<file path="src/rtl/seg_guard_pkg.sv">
package seg_guard_pkg;
  typedef struct packed {
    logic rd_ok;
    logic wr_ok;
    logic grow_dn;
  } seg_rights_t;

  typedef enum logic {
    ACC_READ  = 1'b0,
    ACC_WRITE = 1'b1
  } acc_kind_e;
endpackage

</file>
<file path="src/rtl/seg_offset_calc.sv">
module seg_offset_calc #(
  parameter int ADDR_W  = 32,
  parameter int SHORT_W = 16,
  parameter int SIZE_W  = 4
) (
  input  logic [ADDR_W-1:0] lin_addr,
  input  logic [ADDR_W-1:0] seg_base,
  input  logic [SIZE_W-1:0] acc_bytes,
  input  logic              use_short,
  output logic [ADDR_W-1:0] first_off,
  output logic [ADDR_W:0]   last_off
);
  localparam int EXT_W = ADDR_W + 1;

  logic [ADDR_W-1:0] diff;
  logic [EXT_W-1:0]  size_ext;

  assign diff     = lin_addr - seg_base;
  assign size_ext = {{(EXT_W-SIZE_W){1'b0}}, acc_bytes};

  always_comb begin
    if (use_short)
      first_off = {{(ADDR_W-SHORT_W){1'b0}}, diff[SHORT_W-1:0]};
    else
      first_off = diff;
  end

  // One extra bit keeps the carry out of the last-byte sum.
  assign last_off = {1'b0, first_off} + size_ext - EXT_W'(1);
endmodule

</file>
<file path="src/rtl/seg_limit_cmp.sv">
module seg_limit_cmp #(
  parameter int ADDR_W = 32
) (
  input  logic [ADDR_W-1:0] first_off,
  input  logic [ADDR_W:0]   last_off,
  input  logic [ADDR_W-1:0] seg_limit,
  input  logic              grow_dn,
  output logic              lim_viol
);
  logic first_above;
  logic last_above;

  assign first_above = first_off > seg_limit;
  assign last_above  = last_off > {1'b0, seg_limit};

  always_comb begin
    if (grow_dn)
      lim_viol = !first_above || !last_above;
    else
      lim_viol = first_above || last_above;
  end
endmodule

</file>
<file path="src/rtl/seg_rights_chk.sv">
module seg_rights_chk
  import seg_guard_pkg::*;
#(
  parameter int          SEG_W       = 3,
  parameter int          SEL_W       = 16,
  parameter logic [(1<<SEG_W)-1:0] DATA_MASK   = 8'h3F,
  parameter logic [(1<<SEG_W)-1:0] EXEMPT_MASK = 8'hC0
) (
  input  logic [SEG_W-1:0] seg_idx,
  input  logic [SEL_W-1:0] seg_sel,
  input  seg_rights_t      rights,
  input  acc_kind_e        kind,
  input  logic             store_chk,
  output logic             is_data,
  output logic             null_flt,
  output logic             rights_flt
);
  logic exempt;
  logic wr_flt;
  logic rd_flt;

  assign is_data  = DATA_MASK[seg_idx];
  assign exempt   = EXEMPT_MASK[seg_idx];
  assign null_flt = !exempt && (seg_sel == '0);

  assign wr_flt     = !rights.wr_ok && ((kind == ACC_WRITE) || store_chk);
  assign rd_flt     = !rights.rd_ok && (kind == ACC_READ);
  assign rights_flt = is_data && (wr_flt || rd_flt);
endmodule

</file>
<file path="src/rtl/seg_guard.sv">
module seg_guard
  import seg_guard_pkg::*;
#(
  parameter int ADDR_W = 32,
  parameter int SIZE_W = 4,
  parameter int SEG_W  = 3,
  parameter int SEL_W  = 16,
  parameter int ERR_W  = 16,
  parameter logic [(1<<SEG_W)-1:0] DATA_MASK   = 8'h3F,
  parameter logic [(1<<SEG_W)-1:0] EXEMPT_MASK = 8'hC0
) (
  input  logic              clk,
  input  logic              rst,
  input  logic              req_valid,
  input  logic [ADDR_W-1:0] lin_addr,
  input  logic [SIZE_W-1:0] acc_bytes,
  input  logic              acc_write,
  input  logic              store_chk,
  input  logic              size_ovr,
  input  logic [SEG_W-1:0]  seg_idx,
  input  logic [SEL_W-1:0]  seg_sel,
  input  logic [ADDR_W-1:0] seg_base,
  input  logic [ADDR_W-1:0] seg_limit,
  input  logic              seg_rd_ok,
  input  logic              seg_wr_ok,
  input  logic              seg_grow_dn,
  input  logic              cs_big,
  input  logic              prot_on,
  input  logic              long_mode,
  output logic              rsp_valid,
  output logic              rsp_fault,
  output logic [ERR_W-1:0]  rsp_err
);
  localparam int SHORT_W = ADDR_W / 2;
  localparam logic [ERR_W-1:0] GP_CODE = '0;

  seg_rights_t       rights;
  acc_kind_e         kind;
  logic              use_short;
  logic              is_data;
  logic              null_flt;
  logic              rights_flt;
  logic              lim_viol;
  logic              checks_on;
  logic              fault_c;
  logic [ADDR_W-1:0] first_off;
  logic [ADDR_W:0]   last_off;

  assign rights    = '{rd_ok: seg_rd_ok, wr_ok: seg_wr_ok, grow_dn: seg_grow_dn};
  assign kind      = acc_write ? ACC_WRITE : ACC_READ;
  assign use_short = (cs_big == size_ovr);
  assign checks_on = prot_on && !long_mode;

  seg_rights_chk #(
    .SEG_W(SEG_W), .SEL_W(SEL_W),
    .DATA_MASK(DATA_MASK), .EXEMPT_MASK(EXEMPT_MASK)
  ) u_rights (
    .seg_idx(seg_idx), .seg_sel(seg_sel), .rights(rights), .kind(kind),
    .store_chk(store_chk), .is_data(is_data), .null_flt(null_flt),
    .rights_flt(rights_flt)
  );

  seg_offset_calc #(.ADDR_W(ADDR_W), .SHORT_W(SHORT_W), .SIZE_W(SIZE_W)) u_off (
    .lin_addr(lin_addr), .seg_base(seg_base), .acc_bytes(acc_bytes),
    .use_short(use_short), .first_off(first_off), .last_off(last_off)
  );

  seg_limit_cmp #(.ADDR_W(ADDR_W)) u_lim (
    .first_off(first_off), .last_off(last_off), .seg_limit(seg_limit),
    .grow_dn(rights.grow_dn && is_data), .lim_viol(lim_viol)
  );

  assign fault_c = checks_on && (null_flt || rights_flt || lim_viol);

  always_ff @(posedge clk) begin
    if (rst) begin
      rsp_valid <= 1'b0;
      rsp_fault <= 1'b0;
      rsp_err   <= '0;
    end else begin
      rsp_valid <= req_valid;
      rsp_fault <= req_valid && fault_c;
      rsp_err   <= GP_CODE;
    end
  end

  a_r1_valid_follows: assert property (@(posedge clk) disable iff (rst)
    req_valid |=> rsp_valid);
  a_r1_idle_follows: assert property (@(posedge clk) disable iff (rst)
    !req_valid |=> !rsp_valid);
  a_r2_bypass_pass: assert property (@(posedge clk) disable iff (rst)
    (req_valid && (!prot_on || long_mode)) |=> !rsp_fault);
  a_r3_null_faults: assert property (@(posedge clk) disable iff (rst)
    (req_valid && checks_on && seg_sel == '0 && !EXEMPT_MASK[seg_idx]) |=> rsp_fault);
  a_r4_write_protect: assert property (@(posedge clk) disable iff (rst)
    (req_valid && checks_on && DATA_MASK[seg_idx] && !seg_wr_ok &&
     (acc_write || store_chk)) |=> rsp_fault);
  a_r5_read_protect: assert property (@(posedge clk) disable iff (rst)
    (req_valid && checks_on && DATA_MASK[seg_idx] && !seg_rd_ok && !acc_write)
    |=> rsp_fault);
endmodule

</file>
<file path="config.mk">
export PLATFORM = sky130hd
export DESIGN_NAME = seg_guard
export DESIGN_NICKNAME = d
export VERILOG_FILES = /design/src/rtl/seg_guard_pkg.sv /design/src/rtl/seg_offset_calc.sv /design/src/rtl/seg_limit_cmp.sv /design/src/rtl/seg_rights_chk.sv /design/src/rtl/seg_guard.sv
export SDC_FILE = /design/constraint.sdc
export NUM_CORES = 1
export LEC_CHECK = 0
export ABC_AREA = 1
export BUFFER_PORTS_ARGS = -buffer_cell sky130_fd_sc_hd__buf_2
export CELL_PAD_IN_SITES_DETAIL_PLACEMENT = 1
export CELL_PAD_IN_SITES_GLOBAL_PLACEMENT = 2
export CORE_MARGIN = 2
export CORE_UTILIZATION = 25
export DETAILED_ROUTE_END_ITERATION = 10
export PLACE_DENSITY = 0.73
export SLEW_MARGIN = 20
export SYNTH_ARGS = -nofsm -noshare
export SYNTH_HDL_FRONTEND = slang
export SYNTH_SLANG_ARGS = --single-unit
</file>
<file path="constraint.sdc">
create_clock -name clk -period 12.9 [get_ports clk]
set_input_delay 1.29 -clock clk [delete_from_list [all_inputs] [get_ports clk]]
set_output_delay 1.29 -clock clk [all_outputs]
set_load 0.02 [all_outputs]
</file>
==> results of run 1 <==
-- cells by family (layout without fill, tap and decap cells) --
logic type,Yosys count,after routing,share of synthesized area [%]
xor gates and xnor gates,44,44,7.03
other,1,16,0.0684
AOI/OAI and AO/OA,176,176,19.2
adders and majority gates,132,132,30.4
and+or+nand+nor,356,356,28.1
DFF,2,2,0.730
buffers and inverters,196,313,14.5
-- critical path, delay by kind of cell --
kind | cells | cell delay, ns
compound gates | 4 | 0.76
xor+xnor | 1 | 0.17
fa+ha+maj | 4 | 1.22
buf+inv | 4 | 0.28
simple gates | 22 | 2.88
-- through the flow --
stage / instance area (um2) / hold slack, ns / utilization (%)
after floorplan: 5540 / 1.37 / -
final: 6500 / 1.24 / 30.0
after CTS: 6500 / 1.24 / 30.0
after global routing: 6500 / 1.26 / 30.0
after detailed placement: 6420 / 1.47 / 29.6
after global placement: 6420 / 1.47 / 29.6
-- cell usage in the layout (no fill, tap or decap), types with 12 or more instances in the layout --
master	synthesis	routed
nand2_1	195	195
inv_1	176	176
buf_2	0	131
ha_1	130	130
a21oi_1	92	92
nor2_1	77	77
o21ai_0	32	32
xor2_1	25	25
nand3_1	24	24
xnor2_1	19	19
conb_1	1	16
nand2_2	12	12
-- routing by layer --
metal  track usage [%]  up-vias
met3             0.542        5
met5                 0        -
met4              1.07        0
met1              20.8     2670
met2              25.1       83
li1                  -     3209
-- path summary, 6_finish.rpt --
kind,from,to,slack (ns),cells past startpoint
hold / removal,rst,rsp_valid,1.24,2
setup / recovery,lin_addr[0],rsp_fault,6.38,35
-- power breakdown --
part           switching [uW]  leakage (uW)  internal [uW]  total [uW]
registers              0.0502     0.0000165           6.54        6.59
logic                     443       0.00376            279         722
clock network            7.58     0.0000370           39.5        47.1
-- state kept, by name (all words and copies together) (netlist names) --
name / cells
rsp_fault: 1
rsp_valid: 1
-- cell type report --
| type | instances | area (um2) | share of cell area (%) |
|---|---|---|---|
| Clock buffer | 3 | 75.1 | 1.16 |
| Timing Repair Buffer | 131 | 656 | 10.1 |
| Tap cell | 280 | 350 | 5.39 |
| Multi-Input combinational cell | 724 | 4700 | 72.4 |
| Inverter | 179 | 672 | 10.3 |
| Sequential cell | 2 | 40.0 | 0.616 |
==> results.md, run 1 <==
- Status: complete, no violations
- DP Worst Slack: 6.04 ns
- Largest net degree at the start of global routing: 12
- CTS Root Cell: clkbuf_16
- Top cells by area, synth: ha_1 30%, nand2_1 13%, inv_1 12%
- Ports: between 100 and 150
- H-tree Lvls: 1
- Hold_buf cts: 0
- Top sig layer: met4
- Leading area contributor after synthesis: ha_1
- Cell total after placement: ~1300
- Final net count: around 1300
- Routed WL per cell: between 10 and 15 um
- Final setup fails: 0
- Rows: 54
- Die Area: around 23000 um2
- CP max-delay cell: o211ai_1
- Max-cap violation count: 0
- Startpoint class of the critical path: primary input
- Post-DRT Antenna Nets: 0
- Met2 WL: approximately 7.7 mm
- Minimum clock period: between 6 and 7 ns
- CP Class: primary input to flop
- Peak supply drop: about 0.043 mV
- TritonCTS clock tree: done
- Initial DRC Count: approximately 190
- Resize count post-CTS: 0
- Data arrival time of the critical path: roughly 6.6 ns
- GRT overflow: 0
- Ys async rst share: 0%
- Period utilisation layout: 50.6%
- Required time of the worst setup path: 13.01 ns
- Synth top cells by count: 195 x nand2_1, 176 x inv_1, 130 x ha_1
- Tightest Pin Transition: 0.951 ns
- Core Box Area: between 20000 and 25000 um2
- Slew HR: 36.2%
- Die H: between 150 and 200 um
- Vias per cell: 4.52
- WL final: around 17 mm
- Gpl congestion: approximately 0.8
- Bufs on Longest Clock Path: 2
- Vias in the first global route: around 6000
- RSZ-0062 raised after global routing: no
- Number of synthesized flops with an enable pin: 0
- Syn_area_per_cell: 6.05 um2
- Critical Path Fanout Max: 5
- Ant. Diodes: 0
- Fill cells: slightly below 3000
- Initial antenna violation count: 0
- Final Hold Fails: 0
- Top FF cell, synth: dfxtp_1
- Syn-to-layout area delta: 18.5%
- Power Total: a little under 800 uW
- Setup_tns: 0 ns
- Seq/Total Area, Yosys: 0.730%
- Synth Register Bits: 2
- Min-Delay Path Class: primary input to flop
- Die Wd: 152 um
- WL met3: 351 um
- CTS sink cnt: 2
- Starting Density: 25.3%
- Slew Viols, Final: 0
- Most frequent cell after synthesis: nand2_1
- Synthesized area: roughly 5500 um2
- CTS buffer count: 3
- LEAKAGE: 0.00382 uW
- Synth unique cells: 51
- IO buf count: about 130
- DR vias: 5967
- Post-Layout Cell Count: 1319
- Initial DRT Pass Iterations: 4
- Post-CTS setup buffer count: 0
- Synth top area share: 29.7%
- Total track usage: 14.5%
- DR DRC count: 0
- Mapped Cells: slightly above 900
- Fmax: ~150 MHz
- Delay of the slowest critical-path stage: ~0.46 ns
- Clock transition at path regs: ~0.030 ns
- CP Capture Type: flop
- Synth Warn #: 0
- Power per cell area: about 120 nW/um2
- Metal-1 WL: around 8.9 mm
- Final WS setup: ~6.4 ns
- First-pass GRT wire length: ~29 mm
- Most frequent CP cell: nand2_1
- Final HPWL from detailed placement: around 16 mm
- Layout cells sized above 1: between 10% and 20%
Note: power is estimated with default switching activity, not from simulation.
==> run 2, diff against run 1 <==
- PLACE_DENSITY: 0.73 -> 0.76
- clock period: 12.9 -> 5.6 ns (I/O delays scaled with it)
==> results.md, run 2 (synthesized netlist as in run 1, its figures left out) <==
- Starting Density: 25.3% (unchanged)
- Total track usage: 14.7% (+0.16 points)
- Initial antenna violation count: 0 (unchanged)
- Tightest Pin Transition: 0.491 ns (-0.460 ns)
- CTS sink cnt: 2 (unchanged)
- Peak supply drop: 0.0842 mV (+94%)
- Layout cells sized above 1: 27.4% (+10 points)
- CP startpoint: lin_addr[0]
- First-pass GRT wire length: 29.1 mm (+1.5%)
- H-tree Lvls: 1 (unchanged)
- Initial DRT Pass Iterations: 4 (unchanged)
- Period utilisation layout: between 90% and 100%
- Die Area: 23100 um2 (unchanged)
- Data arrival time of the critical path: 5.34 ns (-1.29 ns)
- Vias in the first global route: 6296 (+4.3%)
- CP Capture Type: flop
- Final HPWL from detailed placement: 16.2 mm (+1.9%)
- Final Hold Fails: 0 (unchanged)
- Status: complete, no violations
- Core Box Area: 21700 um2 (unchanged)
- Post-DRT Antenna Nets: 0 (unchanged)
- Largest net degree at the start of global routing: 12 (unchanged)
- Most common cell after layout, fill and taps aside: nand2_1
- Logic pwr share: 93.9% (+0.8 points)
- Syn-to-layout area delta: 32.9%
- CP max-delay cell: fa_2
- Die Wd: 152 um (unchanged)
- Initial DRC Count: 146 (-22%)
- Power share of the sequential group: 0.7% (about the same)
- Ports: 149 (unchanged)
- Fill cells: 2885 (-0.10%)
- Minimum clock period: between 5 and 6 ns
- Required time of the worst setup path: 5.70 ns (-7.31 ns)
- CP Class: primary input to flop
- Switching share of power: 54.2% (-3.9 points)
- Hold path depth: 2 (unchanged)
- Rows: 54 (unchanged)
- Final core occ: 33.6% (+3.6 points)
- Largest registers: rsp_fault: 1 flops, rsp_valid: 1 flops
- Slew Viols, Final: 0 (unchanged)
- Clock transition at path regs: 0.03 ns (about the same)
- Sequential cell area: 40.0 um2 (unchanged)
- Area of the multi-input gates: 5040 um2 (+7.2%)
- Bufs on Longest Clock Path: 2 (unchanged)
- DR DRC count: 0 (unchanged)
- Net switching power: 1130 uW (+150%)
- Most frequent cells in the layout: 185 x nand2_1, 169 x inv_1, 130 x buf_2, 121 x ha_1, 80 x a21oi_1
- GRT overflow: 0 (unchanged)
- Final setup fails: 0 (unchanged)
- Startpoint class of the critical path: primary input
- TritonCTS clock tree: done
- Slew HR: 67.0% (+31 points)
- Vias per cell: 4.54 (+0.28%)
- Hold endpoint: rsp_valid
- Min-delay src: rst
- Fmax: 191 MHz
- Power per cell area: 286 nW/um2 (+140%)
- Delay of the slowest critical-path stage: 0.39 ns (-0.07 ns)
- Die H: 152 um (unchanged)
- IO buf count: 131 (unchanged)
- Ant. Diodes: 0 (unchanged)
- CTS buffer count: 3 (unchanged)
- WL final: 17.7 mm (+4.1%)
- Min-Delay Path Class: primary input to flop
- Gpl congestion: 0.831 (+4.1%)
- Int Power: 955 uW (+190%)
- Hold_buf cts: 0 (unchanged)
- DR vias: 6247 (+4.7%)
- Clock power share: 5.3% (-0.8 points)
- Routed WL per cell: 12.9 um (-0.26%)
- CTS Root Cell: clkbuf_16
- Max-cap violation count: 0 (unchanged)
- Most frequent CP cell: nand2_1
- Final net count: 1362 (+4.4%)
- LEAKAGE: 0.00415 uW (+8.7%)
- Critical Path Fanout Max: 5 (unchanged)
- Setup_tns: 0 ns (unchanged)
[run 2: layout make-up]
type	instances	area share, %
Clock buffer	3	1.03
Inverter	179	9.29
Multi-Input combinational cell	724	69.2
Sequential cell	2	0.549
Tap cell	280	4.81
Timing Repair Buffer	189	15.1
[run 2: routing by layer]
metal	vias up	track usage [%]	part of all wire [%]
li1	3322	-	-
met1	2817	20.5	50
met2	95	25.4	47
met3	13	0.856	2.5
met4	0	1.82	0.91
met5	-	0	0
[run 2: how the worst max path moves through the flow]
stage	to	slack, ns	cells after the start
2_1_floorplan	rsp_fault	0.71	37
3_3_place_gp	rsp_fault	0.007	39
3_5_place_dp	rsp_fault	-0.05	39
4_1_cts	rsp_fault	0.18	39
5_1_grt	rsp_fault	-0.04	43
6_report	rsp_fault	0.36	40
[run 2: critical path, delay by kind of cell]
family / cells / cell delay [ns]
AOI/OAI and AO/OA: 8 / 1.13
buffers and inverters: 6 / 0.52
and+or+nand+nor: 20 / 1.58
xor gates and xnor gates: 2 / 0.35
adders and majority gates: 4 / 1.18
[run 2: power by group through the flow]
| stage | Clock, uW | Sequential [uW] | Combinational [uW] |
|---|---|---|---|
| floorplan | 0 | 16.3 | 1250 |
| global placement | 0 | 15.3 | 1800 |
| detailed placement | 0 | 15.4 | 1830 |
| CTS | 115 | 15.2 | 1840 |
| global route | 115 | 15.3 | 2260 |
| finish | 112 | 15.2 | 1960 |
[run 2: per-stage QoR]
stage	area [um2]	setup WS (ns)	hold WS (ns)	instances	power (uW)
2_1_floorplan	5540	0.708	0.643	922	1270
3_3_place_gp	6820	0.00717	0.737	1369	1810
3_5_place_dp	6820	-0.0497	0.738	1369	1850
4_1_cts	6900	0.180	0.495	1372	1970
5_1_grt	7290	-0.0449	0.514	1377	2390
6_report	7290	0.363	0.502	1377	2090
[run 2: timing repair]
action,CTS,global route
setup buffers,0,5
setup endpoints to repair,0,1
gates resized for setup,0,82
endpoints found under the hold margin,0,0
